===== config.mk =====
export PLATFORM = sky130hd
export DESIGN_NAME = dma_req_seq
export DESIGN_NICKNAME = d
export VERILOG_FILES = /design/src/rtl/dreq_pkg.sv /design/src/rtl/dreq_check.sv /design/src/rtl/dreq_db_lanes.sv /design/src/rtl/dreq_phase_sel.sv /design/src/rtl/dma_req_seq.sv
export SDC_FILE = /design/constraint.sdc
export NUM_CORES = 1
export LEC_CHECK = 0
export BUFFER_PORTS_ARGS = -buffer_cell sky130_fd_sc_hd__buf_2
export CAP_MARGIN = 20
export CORE_AREA = 8 8 226 228
export CTS_BUF_LIST = sky130_fd_sc_hd__clkbuf_4
export CTS_CLUSTER_SIZE = 10
export DETAILED_ROUTE_END_ITERATION = 10
export DIE_AREA = 0 0 234 236
export PLACE_DENSITY_LB_ADDON = 0.08
export SLEW_MARGIN = 0
export SYNTH_ARGS = -nofsm -noshare
export SYNTH_HDL_FRONTEND = slang
export SYNTH_HIERARCHICAL = 1
export SYNTH_SLANG_ARGS = --single-unit

===== constraint.sdc =====
create_clock -name clk -period 10.2 [get_ports clk]
set_clock_uncertainty 0.1 [all_clocks]
set_input_delay 0.51 -clock clk [delete_from_list [all_inputs] [get_ports clk]]
set_output_delay 0.51 -clock clk [all_outputs]
set_load 0.05 [all_outputs]

===== src/rtl/dreq_pkg.sv =====
package dreq_pkg;
   typedef enum logic [2:0] {
      S_IDLE, S_PRE, S_XREQ, S_XWAIT, S_POST, S_DB, S_RSP
   } dreq_state_e;

   localparam int unsigned NPHASE   = 5;   // pre, xfer, post, doorbell, response
   localparam int unsigned FAULT_OK    = 0;
   localparam int unsigned FAULT_TYPE  = 1;
   localparam int unsigned FAULT_WIDTH = 2;
   localparam int unsigned FAULT_ALIGN = 3;

   function automatic dreq_state_e phase_state(input int unsigned idx);
      case (idx)
         0: return S_PRE;
         1: return S_XREQ;
         2: return S_POST;
         3: return S_DB;
         default: return S_RSP;
      endcase
   endfunction
endpackage


===== src/rtl/dreq_check.sv =====
module dreq_check #(
   parameter int unsigned CODE_W = 16
) (
   input  logic [1:0]        chk_type,
   input  logic              chk_db_en,
   input  logic [1:0]        chk_db_width,
   input  logic [1:0]        chk_db_off,
   output logic [CODE_W-1:0] chk_code
);
   import dreq_pkg::*;

   logic misaligned;

   always_comb begin
      case (chk_db_width)
         2'd0:    misaligned = (chk_db_off != 2'd0);
         2'd1:    misaligned = chk_db_off[0];
         default: misaligned = 1'b0;
      endcase
   end

   always_comb begin
      if (chk_type == 2'd3)
         chk_code = CODE_W'(FAULT_TYPE);
      else if (chk_db_en && chk_db_width == 2'd3)
         chk_code = CODE_W'(FAULT_WIDTH);
      else if (chk_db_en && misaligned)
         chk_code = CODE_W'(FAULT_ALIGN);
      else
         chk_code = CODE_W'(FAULT_OK);
   end
endmodule


===== src/rtl/dreq_db_lanes.sv =====
module dreq_db_lanes #(
   parameter int unsigned LANES = 4
) (
   input  logic [1:0]         ln_width,
   input  logic [1:0]         ln_off,
   input  logic [8*LANES-1:0] ln_data_in,
   output logic [8*LANES-1:0] ln_data_out,
   output logic [LANES-1:0]   ln_strb
);
   localparam int unsigned DW = 8 * LANES;

   logic [DW-1:0]    masked;
   logic [DW-1:0]    shifted;
   logic [LANES-1:0] base_strb;

   always_comb begin
      case (ln_width)
         2'd0:    begin masked = ln_data_in;                    base_strb = '1;             end
         2'd1:    begin masked = {{(DW-16){1'b0}}, ln_data_in[15:0]}; base_strb = LANES'(2'b11); end
         2'd2:    begin masked = {{(DW-8){1'b0}},  ln_data_in[7:0]};  base_strb = LANES'(1'b1);  end
         default: begin masked = '0;                             base_strb = '0;             end
      endcase
      shifted = masked << (8 * ln_off);
   end

   assign ln_strb = base_strb << ln_off;

   for (genvar g = 0; g < LANES; g++) begin : g_lane
      assign ln_data_out[8*g +: 8] = ln_strb[g] ? shifted[8*g +: 8] : 8'h00;
   end
endmodule


===== src/rtl/dreq_phase_sel.sv =====
module dreq_phase_sel (
   input  logic [dreq_pkg::NPHASE-1:0] ps_need,
   input  logic [2:0]                  ps_from,
   output dreq_pkg::dreq_state_e       ps_next
);
   import dreq_pkg::*;

   always_comb begin
      ps_next = S_IDLE;
      for (int i = NPHASE - 1; i >= 0; i--) begin
         if (ps_need[i] && (3'(i) >= ps_from))
            ps_next = phase_state(i);
      end
   end
endmodule


===== src/rtl/dma_req_seq.sv =====
module dma_req_seq #(
   parameter int unsigned ADDR_W = 64,
   parameter int unsigned ID_W   = 16,
   parameter int unsigned LEN_W  = 32,
   parameter int unsigned CODE_W = 16
) (
   input  logic              clk,
   input  logic              rst_n,
   input  logic              req_valid,
   output logic              req_ready,
   input  logic [ID_W-1:0]   req_id,
   input  logic              req_force_irq,
   input  logic              req_want_rsp,
   input  logic              req_bulk,
   input  logic [1:0]        req_type,
   input  logic [ADDR_W-1:0] req_src,
   input  logic [ADDR_W-1:0] req_dst,
   input  logic [LEN_W-1:0]  req_len,
   input  logic              req_pre_en,
   input  logic              req_post_en,
   input  logic              req_db_en,
   input  logic [1:0]        req_db_width,
   input  logic [ADDR_W-1:0] req_db_addr,
   input  logic [31:0]       req_db_data,
   output logic              sem_pre_req,
   input  logic              sem_pre_ok,
   output logic              xfer_valid,
   input  logic              xfer_ready,
   output logic              xfer_bulk,
   output logic [1:0]        xfer_dir,
   output logic [ADDR_W-1:0] xfer_src,
   output logic [ADDR_W-1:0] xfer_dst,
   output logic [LEN_W-1:0]  xfer_len,
   input  logic              xfer_done,
   output logic              sem_post_req,
   input  logic              sem_post_ok,
   output logic              db_valid,
   input  logic              db_ready,
   output logic [ADDR_W-1:0] db_addr,
   output logic [31:0]       db_data,
   output logic [3:0]        db_strb,
   output logic              rsp_valid,
   input  logic              rsp_ready,
   output logic [ID_W-1:0]   rsp_id,
   output logic [CODE_W-1:0] rsp_code,
   output logic              rsp_force_irq
);
   import dreq_pkg::*;

   localparam int unsigned DB_LANES = 4;

   if (ADDR_W < 2)  begin : g_bad_addr $error("ADDR_W must be at least 2"); end
   if (CODE_W < 2)  begin : g_bad_code $error("CODE_W must hold fault codes"); end
   if (LEN_W > 32 || LEN_W < 1) begin : g_bad_len $error("LEN_W must be 1..32"); end
   if (ID_W < 1)    begin : g_bad_id   $error("ID_W must be positive"); end

   dreq_state_e       st_q, st_d, picked;
   logic [NPHASE-1:0] need_q, need_new, need_sel;
   logic [2:0]        from_idx;
   logic              adv, take;
   logic [CODE_W-1:0] fault_new;

   logic [ID_W-1:0]   id_q;
   logic              force_q, bulk_q;
   logic [1:0]        dir_q, dbw_q;
   logic [ADDR_W-1:0] src_q, dst_q, dba_q;
   logic [LEN_W-1:0]  len_q;
   logic [31:0]       dbd_q;
   logic [CODE_W-1:0] code_q;

   dreq_check #(.CODE_W(CODE_W)) i_check (
      .chk_type     (req_type),
      .chk_db_en    (req_db_en),
      .chk_db_width (req_db_width),
      .chk_db_off   (req_db_addr[1:0]),
      .chk_code     (fault_new)
   );

   always_comb begin
      if (fault_new != '0)
         need_new = {req_want_rsp, 4'b0000};
      else
         need_new = {req_want_rsp, req_db_en, req_post_en, (req_type != 2'd0), req_pre_en};
   end

   assign need_sel = (st_q == S_IDLE) ? need_new : need_q;

   always_comb begin
      from_idx = 3'd0;
      adv      = 1'b0;
      case (st_q)
         S_IDLE:  begin from_idx = 3'd0; adv = req_valid;   end
         S_PRE:   begin from_idx = 3'd1; adv = sem_pre_ok;  end
         S_XWAIT: begin from_idx = 3'd2; adv = xfer_done;   end
         S_POST:  begin from_idx = 3'd3; adv = sem_post_ok; end
         S_DB:    begin from_idx = 3'd4; adv = db_ready;    end
         S_RSP:   begin from_idx = 3'd5; adv = rsp_ready;   end
         default: begin from_idx = 3'd0; adv = 1'b0;        end
      endcase
   end

   dreq_phase_sel i_sel (
      .ps_need (need_sel),
      .ps_from (from_idx),
      .ps_next (picked)
   );

   always_comb begin
      st_d = st_q;
      if (st_q == S_XREQ) begin
         if (xfer_ready) st_d = S_XWAIT;
      end else if (adv) begin
         st_d = picked;
      end
   end

   assign take = (st_q == S_IDLE) && req_valid;

   always_ff @(posedge clk or negedge rst_n) begin
      if (!rst_n) begin
         st_q   <= S_IDLE;
         need_q <= '0;
      end else begin
         st_q <= st_d;
         if (take) need_q <= need_new;
      end
   end

   always_ff @(posedge clk) begin
      if (take) begin
         id_q    <= req_id;
         force_q <= req_force_irq;
         bulk_q  <= req_bulk;
         dir_q   <= req_type;
         src_q   <= req_src;
         dst_q   <= req_dst;
         len_q   <= req_len;
         dba_q   <= req_db_addr;
         dbw_q   <= req_db_width;
         dbd_q   <= req_db_data;
         code_q  <= fault_new;
      end
   end

   dreq_db_lanes #(.LANES(DB_LANES)) i_lanes (
      .ln_width    (dbw_q),
      .ln_off      (dba_q[1:0]),
      .ln_data_in  (dbd_q),
      .ln_data_out (db_data),
      .ln_strb     (db_strb)
   );

   assign req_ready     = (st_q == S_IDLE);
   assign sem_pre_req   = (st_q == S_PRE);
   assign xfer_valid    = (st_q == S_XREQ);
   assign sem_post_req  = (st_q == S_POST);
   assign db_valid      = (st_q == S_DB);
   assign rsp_valid     = (st_q == S_RSP);
   assign xfer_bulk     = bulk_q;
   assign xfer_dir      = dir_q;
   assign xfer_src      = src_q;
   assign xfer_dst      = dst_q;
   assign xfer_len      = len_q;
   assign db_addr       = dba_q;
   assign rsp_id        = id_q;
   assign rsp_code      = code_q;
   assign rsp_force_irq = force_q;
endmodule


==> impl_metrics.py, run 1 <==
metrics = {
    "detailed_routing": {
        "dr_total_vias": 8396,
        "wl_per_cell_um": 19.8,
        "firstDrtPassIters": 4,
        "totalWireLength_um": 42400,
        "ant_nets": 0,
        "drtIter0Drc": 321,
        "vias_per_cell": 3.91,
        "drc": 0,
    },
    "power": {
        "leakage_uw": 0.00758,
        "cellPowerDensity_nw_per_um2": 246,
        "worst_ir_drop_vdd_mv": 0.128,
    },
    "yosys": {
        "synth_top_area_cell": "edfxtp_1",
        "yosys.area.top_type_share_pct": 84.7,
        "yosysWarnings": 6,
        "yosys-top-cells-area": "edfxtp_1, dfrtp_1, buf_4, nand2_1, a22oi_1",
        "postSynthCellCount": 507,
        "avgSynthCellArea_um2": 20.5,
        "seq_area_frac_synth_pct": 86.7,
        "synth_edf_count": 294,
        "syn_area_um2": 10400,
        "yosysMostFrequentCell": "edfxtp_1",
        "async_reset_ff_share_pct": 2.65,
        "ys.flop_type": "edfxtp_1",
        "ys_types": 51,
        "synthTopCellsByCount": "edfxtp_1, nand2_1, buf_4",
        "ys_seq_elements": 302,
    },
    "die": {
        "coreArea_um2": 47300,
        "std_cell_rows": 80,
        "die_width_um": 234,
        "fp.dieH_um": 236,
        "io_pins": 593,
        "initial_core_util_pct": 22.0,
        "dieArea_um2": 55200,
    },
    "clock_network": {
        "cts-buffers-inserted": 87,
        "clk_pin_slew_worst_paths_ns": 0.05,
        "root_buffer": "clkbuf_4",
        "post-cts-setup-buffer-count": 0,
        "insertion_delay_ns": 0.79,
        "cts_max_path_buffers": 3,
        "cts_tree": "built",
        "clock_sinks": 302,
        "htree_levels": 3,
    },
    "sta": {
        "setup_viol": 0,
        "max_freq_ghz": 0.280,
        "tightest_slew_ns": 1.08,
        "rsz0062_at_grt": "false",
        "fin_crit_ns": 3.57,
        "drv_slew": 0,
        "slew_headroom_pct": 28.2,
        "setup_ws_ns": 6.63,
        "fin_setup_tns_ns": 0,
        "period_share_pct": 35.0,
        "hold_viol": 0,
    },
    "critical_path": {
        "start_kind": "flip-flop",
        "r2r_slack_ns": 6.93,
        "crit_path_max_fanout": 32,
        "crit_path_end_kind": "primary output",
        "required_ns": 9.59,
        "worst_ep_arrival_time_ns": 2.96,
        "path_class": "reg2out",
    },
    "flow_run": {
        "drv_cap": 0,
    },
    "worst_hold_path": {
        "hold_path.class": "in2reg",
    },
    "final_layout": {
        "regArea_um2": 9030,
        "drive_above_1_share_pct": 49.1,
        "layout.nets": 1759,
        "multi_input_area_um2": 1210,
        "fin_area_um2": 18100,
        "fillCellCount": 4713,
        "areaGrowthSynthToFinish_pct": 73.4,
        "post-route-util_pct": 38.2,
    },
    "grt": {
        "grt_pass1_vias": 9179,
        "grt_usage_pct": 14.8,
        "grt_overflow": 0,
        "grt_max_degree": 83,
        "antenna_found_initial": 3,
        "grt_pass1_wl_um": 60100,
    },
    "place": {
        "finalWeightedCongestion": 0.761,
        "port_buffers": 592,
        "place_ws_ns": 6.84,
        "postPlaceCellArea_um2": 14000,
        "detailed_place_hpwl_um": 31400,
    },
    "outcome": {
        "status": "finished, final reports clean",
    },
}
==> final cells by class <==
type,count,area share [%]
Multi-Input combinational cell,182,6.71
Clock buffer,124,5.15
Clock inverter,23,0.963
Antenna cell,6,0.0831
Sequential cell,302,50.0
Inverter,9,0.235
Timing Repair Buffer,886,32.6
Tap cell,615,4.26
==> sequential cells by signal, summed over array words and instances (netlist names) <==
| register | cells |
|---|---|
| db_addr | 64 |
| xfer_dst | 64 |
| xfer_src | 64 |
| dbd_q | 32 |
| xfer_len | 32 |
| rsp_code | 16 |
| rsp_id | 16 |
| need_q | 5 |
| st_q | 3 |
| dbw_q | 2 |
| xfer_dir | 2 |
| rsp_force_irq | 1 |
| xfer_bulk | 1 |
==> repair_timing <==
| action | in CTS | in global routing |
|---|---|---|
| hold buffers | 290 | 0 |
| resized for setup | 0 | 0 |
| endpoints found under the hold margin | 296 | 0 |
==> cell families after synthesis <==
| logic type | share of synthesized area (%) |
|---|---|
| buffers and inverters | 2.16 |
| other | 0.0360 |
| DFF | 86.7 |
| AOI/OAI and AO/OA | 4.83 |
| muxes | 2.19 |
| and+or+nand+nor | 4.12 |
==> routing by layer <==
metal / wire length, µm / share of wire (%) / GRT usage (%) / up-vias
met1: 15000 / 35 / 14.6 / 4049
li1: - / - / - / 3946
met4: 992 / 2.3 / 4.94 / 0
met2: 23300 / 55 / 27.9 / 327
met3: 3160 / 7.4 / 5.43 / 74
met5: 0 / 0 / 0 / -
==> per-stage QoR <==
stage	total power, µW	hold WS, ns	cells
6_report	4450	0.150	2147
2_1_floorplan	2910	0.114	520
5_1_grt	4670	0.0861	2147
3_3_place_gp	3250	0.284	1704
4_1_cts	4540	0.0116	2141
3_5_place_dp	3240	0.279	1704
==> critical path: stages, from the launching register on <==
cell,delay [ns]
edfxtp_1,0.32
buf_4,0.38
nor2b_1,0.77
a2bb2oi_1,0.20
a22oi_1,0.21
buf_2,0.32
==> placed cells by master, fill, tap and decap left out, types with 4 or more instances in the layout <==
| cell | synthesis | routed |
|---|---|---|
| and2_1 | 9 | 9 |
| conb_1 | 1 | 14 |
| inv_1 | 8 | 7 |
| mux2_2 | 7 | 7 |
| mux2i_1 | 10 | 10 |
| nor2_1 | 9 | 9 |
| diode_2 | 0 | 6 |
| dfrtp_1 | 8 | 8 |
| buf_4 | 16 | 4 |
| clkbuf_4 | 0 | 124 |
| nor4_1 | 4 | 4 |
| a2bb2oi_1 | 7 | 7 |
| nand2_1 | 29 | 29 |
| nor2b_1 | 7 | 7 |
| edfxtp_1 | 294 | 294 |
| clkinv_1 | 0 | 14 |
| o21ai_0 | 7 | 7 |
| a21oi_1 | 7 | 7 |
| buf_2 | 5 | 592 |
| o2bb2ai_1 | 9 | 9 |
| nor3_1 | 5 | 5 |
| o21ai_1 | 6 | 6 |
| dlygate4sd3_1 | 0 | 290 |
| nand2b_1 | 5 | 5 |
| a22oi_1 | 14 | 14 |
==> where the power goes <==
part | internal [µW] | switching (µW) | leakage [µW]
clock network | 631 | 527 | 0.000652
registers | 1670 | 82.0 | 0.00282
logic | 349 | 1190 | 0.00411
total | 2650 | 1800 | 0.00758
==> path summary, 6_finish.rpt <==
kind,start,endpoint,cells after the start
max,db_addr[0]$_DFFE_PP_,db_data[30],5
max reg2reg,st_q[1]$_DFFE_PN0P_,xfer_len[18]$_DFFE_PP_,5
min reg2reg,need_q[4]$_DFFE_PN0P_,need_q[4]$_DFFE_PN0P_,1
max in group asynchronous,rst_n,need_q[4]$_DFFE_PN0P_,3
min,req_valid,need_q[1]$_DFFE_PN0P_,4
min in group asynchronous,rst_n,st_q[0]$_DFFE_PN0P_,3
No activity file was read; power rests on OpenSTA's default activity.
==> inputs of run 2 (changes only) <==
- CORE_AREA: 8 8 226 228 -> 8 8 224 226
- DIE_AREA: 0 0 234 236 -> 0 0 232 234
- clock period: 10.2 -> 3 ns (I/O delays scaled with it)
==> impl_metrics.py, run 2 <==
metrics = {
    "outcome": {
        "status": "aborted with a tool error",
        "stop_stage": "4_1_cts",
        "first-error": "[ERROR RSZ-0060] Max buffer count reached.",
    },
    "die": {
        "fp.dieH_um": 234,
        "io_pins": 593,
        "die_width_um": 232,
        "initial_core_util_pct": 22.2,
        "std_cell_rows": 80,
    },
    "clock_network": {
        "htree_levels": 3,
        "post-cts-setup-buffer-count": 10,
        "cts-buffers-inserted": 85,
        "cts_max_path_buffers": 3,
        "cts_resized": 6,
        "holdBufCountCts": 376,
        "clock_sinks": 302,
        "root_buffer": "clkbuf_4",
    },
    "place": {
        "port_buffers": 592,
        "finalWeightedCongestion": 0.765,
        "postPlaceCellArea_um2": 14200,
        "placed_cells": 1713,
        "detailed_place_hpwl_um": 31500,
    },
    "yosys": {
        "yosysWarnings": 6,
        "yosysMostFrequentCell": "edfxtp_1",
        "avgSynthCellArea_um2": 20.5,
        "synthTopCellsByCount": "edfxtp_1, nand2_1, buf_4",
        "async_reset_ff_share_pct": 2.65,
        "yosys.area.top_type_share_pct": 84.7,
        "ys_seq_elements": 302,
        "postSynthCellCount": 507,
        "yosys-top-cells-area": "edfxtp_1, dfrtp_1, buf_4, nand2_1, a22oi_1",
        "seq_area_frac_synth_pct": 86.7,
        "synth_top_area_cell": "edfxtp_1",
        "ys_types": 51,
        "synth_edf_count": 294,
        "syn_area_um2": 10400,
        "ys.flop_type": "edfxtp_1",
    },
}
==> run 2: cells by family after synthesis <==
group                  Yosys count  synth area share, %
flip-flops                     302                 86.7
other                            1               0.0360
AO/OA/AOI/OAI                   65                 4.83
buffers and inverters           36                 2.16
AND/OR/NAND/NOR                 82                 4.12
multiplexers                    21                 2.19
==> run 2: through the flow <==
step	setup slack, ns	hold slack [ns]
3_3_place_gp	0.493	-0.0766
2_1_floorplan	-2.80	-0.246
3_5_place_dp	0.419	-0.0756
==> inputs of run 3 (changes only) <==
- CORE_AREA: 8 8 224 226 -> 8 8 226 228
- CTS_BUF_LIST: sky130_fd_sc_hd__clkbuf_4 -> not set
- CTS_CLUSTER_SIZE: 10 -> not set
- DIE_AREA: 0 0 232 234 -> 0 0 234 236
- PLACE_DENSITY_LB_ADDON: 0.08 -> 0.15
- clock period: 3 -> 3.9 ns (I/O delays scaled with it)
==> impl_metrics.py, run 3 (synthesized netlist as in run 1, its figures left out) <==
metrics = {
    "place": {
        "finalWeightedCongestion": 0.759,
        "detailed_place_hpwl_um": 32300,
        "postPlaceCellArea_um2": 14100,
        "port_buffers": 592,
    },
    "final_layout": {
        "areaGrowthSynthToFinish_pct": 75.0,
        "post-route-util_pct": 38.5,
        "fin_area_um2": 18200,
        "mostFrequentLayoutCell": "buf_2",
        "mostFrequentLayoutCells": "buf_2, edfxtp_1, dlygate4sd3_1, clkbuf_16, nand2_1",
        "layout.nets": 1713,
        "drive_above_1_share_pct": 46.1,
    },
    "critical_path": {
        "slowest_delay_ns": 1.00,
        "path_buf_inv": 2,
        "cp_slowest_cell": "edfxtp_1",
        "required_ns": 3.61,
        "start_kind": "flip-flop",
        "cp_top_family": "flip-flops",
        "crit_chain": "buf_4 > nand2b_1 > a21oi_1 > nor2b_1 > buf_2",
        "path_class": "reg2out",
        "crit_path_end_kind": "primary output",
        "worst_ep_arrival_time_ns": 3.17,
        "crit_path_max_fanout": 21,
    },
    "sta": {
        "hold_viol": 0,
        "max_freq_ghz": 0.288,
        "tightest_slew_ns": 1.05,
        "slew_headroom_pct": 29.8,
        "rsz0062_at_grt": "false",
        "drv_slew": 0,
        "period_share_pct": 88.9,
        "whs_ns": 0.182,
        "setup_viol": 0,
        "fin_setup_tns_ns": 0,
        "fin_crit_ns": 3.47,
    },
    "power": {
        "cellPowerDensity_nw_per_um2": 660,
        "comb_power_share_pct": 34.0,
        "power_uw": 12000,
        "leakage_uw": 0.00752,
        "clockPowerShare_pct": 27.8,
        "internal_power_uw": 7330,
        "worst_ir_drop_vdd_mv": 0.331,
        "switching_share_pct": 39.0,
        "switching_power_uw": 4690,
        "pwr-share-seq_pct": 38.3,
    },
    "clock_network": {
        "cts-buffers-inserted": 37,
        "clk_pin_slew_worst_paths_ns": 0.05,
        "cts_resized": 0,
        "insertion_delay_ns": 0.53,
        "clock_sinks": 302,
        "root_buffer": "clkbuf_16",
        "cts_max_path_buffers": 3,
        "cts_tree": "built",
        "htree_levels": 2,
    },
    "grt": {
        "grt_pass1_vias": 8986,
        "grt.met1_usage_pct": 15.3,
        "antenna_found_initial": 4,
        "grt_max_degree": 88,
        "busiest_layer": "met2",
        "use_met2_pct": 27.4,
        "grt_overflow": 0,
        "grt_pass1_wl_um": 59800,
        "grt_util_met3_pct": 4.20,
        "grt_usage_pct": 14.6,
    },
    "die": {
        "die_width_um": 234,
        "dieArea_um2": 55200,
        "initial_core_util_pct": 22.0,
        "fp.dieH_um": 236,
        "std_cell_rows": 80,
        "io_pins": 593,
        "coreArea_um2": 47300,
    },
    "worst_hold_path": {
        "hold_path.class": "in2reg",
    },
    "detailed_routing": {
        "firstDrtPassIters": 4,
        "drtIter0Drc": 342,
        "totalWireLength_um": 42400,
        "drc": 0,
        "vias_per_cell": 3.95,
        "ant_nets": 0,
        "dr_total_vias": 8165,
        "wl_per_cell_um": 20.5,
    },
    "flow_run": {
        "drv_cap": 0,
    },
    "outcome": {
        "status": "finished, final reports clean",
    },
}
==> run 3: path summary, 6_finish.rpt <==
kind / from / to / slack [ns] / cells after the start
worst min register to register: need_q[1]$_DFFE_PN0P_ / need_q[1]$_DFFE_PN0P_ / 0.40 / 2
worst max register to register: st_q[1]$_DFFE_PN0P_ / st_q[0]$_DFFE_PN0P_ / 1.03 / 9
worst min-delay path: sem_post_ok / st_q[1]$_DFFE_PN0P_ / 0.18 / 5
min in group asynchronous: rst_n / need_q[0]$_DFFE_PN0P_ / 0.55 / 3
max in group asynchronous: rst_n / st_q[2]$_DFFE_PN0P_ / 2.88 / 3
worst max-delay path: db_addr[0]$_DFFE_PP_ / db_data[12] / 0.43 / 5
==> run 3: final cells by class <==
class / instances / area (µm²)
Multi-Input combinational cell: 182 / 1230
Timing Repair Buffer: 890 / 5980
Antenna cell: 4 / 10.0
Clock buffer: 45 / 956
Tap cell: 615 / 769
Sequential cell: 302 / 9030
Clock inverter: 18 / 211
Inverter: 9 / 50.0
Fill cell: 4550 / 29100
==> run 3: metal layers <==
metal	part of all wire, %	up-vias
met5	0	-
li1	-	3803
met3	7.1	71
met2	54	311
met1	36	3980
met4	3.0	0
==> run 3: worst reg2reg max path, stage by stage, from the launching register on <==
cell,delay (ns)
dfrtp_1,0.49
or3_1,0.63
o21ai_1,0.37
nand2b_1,0.10
o2bb2ai_1,0.13
a21oi_1,0.14
nor2_1,0.05
inv_1,0.05
o221ai_1,0.12
dlygate4sd3_1,0.57
==> run 3: what timing repair did <==
action	in CTS	in global routing
hold buffers	292	0
buffers inserted	0	0
hold endpoints to repair	296	0
==> run 3: per-stage QoR <==
step | setup WS (ns) | instances
detailed placement | 0.795 | 1705
floorplan | -1.90 | 520
finish | 0.432 | 2065
CTS | 0.160 | 2060
global route | 0.206 | 2063
global placement | 0.837 | 1705
==> run 3: power groups by stage <==
stage	clock network (µW)	logic (µW)	registers (µW)
final	3340	4080	4600
after global routing	3590	4270	4670
after CTS	3480	4140	4610
after detailed placement	0	3870	4670
after global placement	0	3870	4670
after floorplan	0	1170	6400
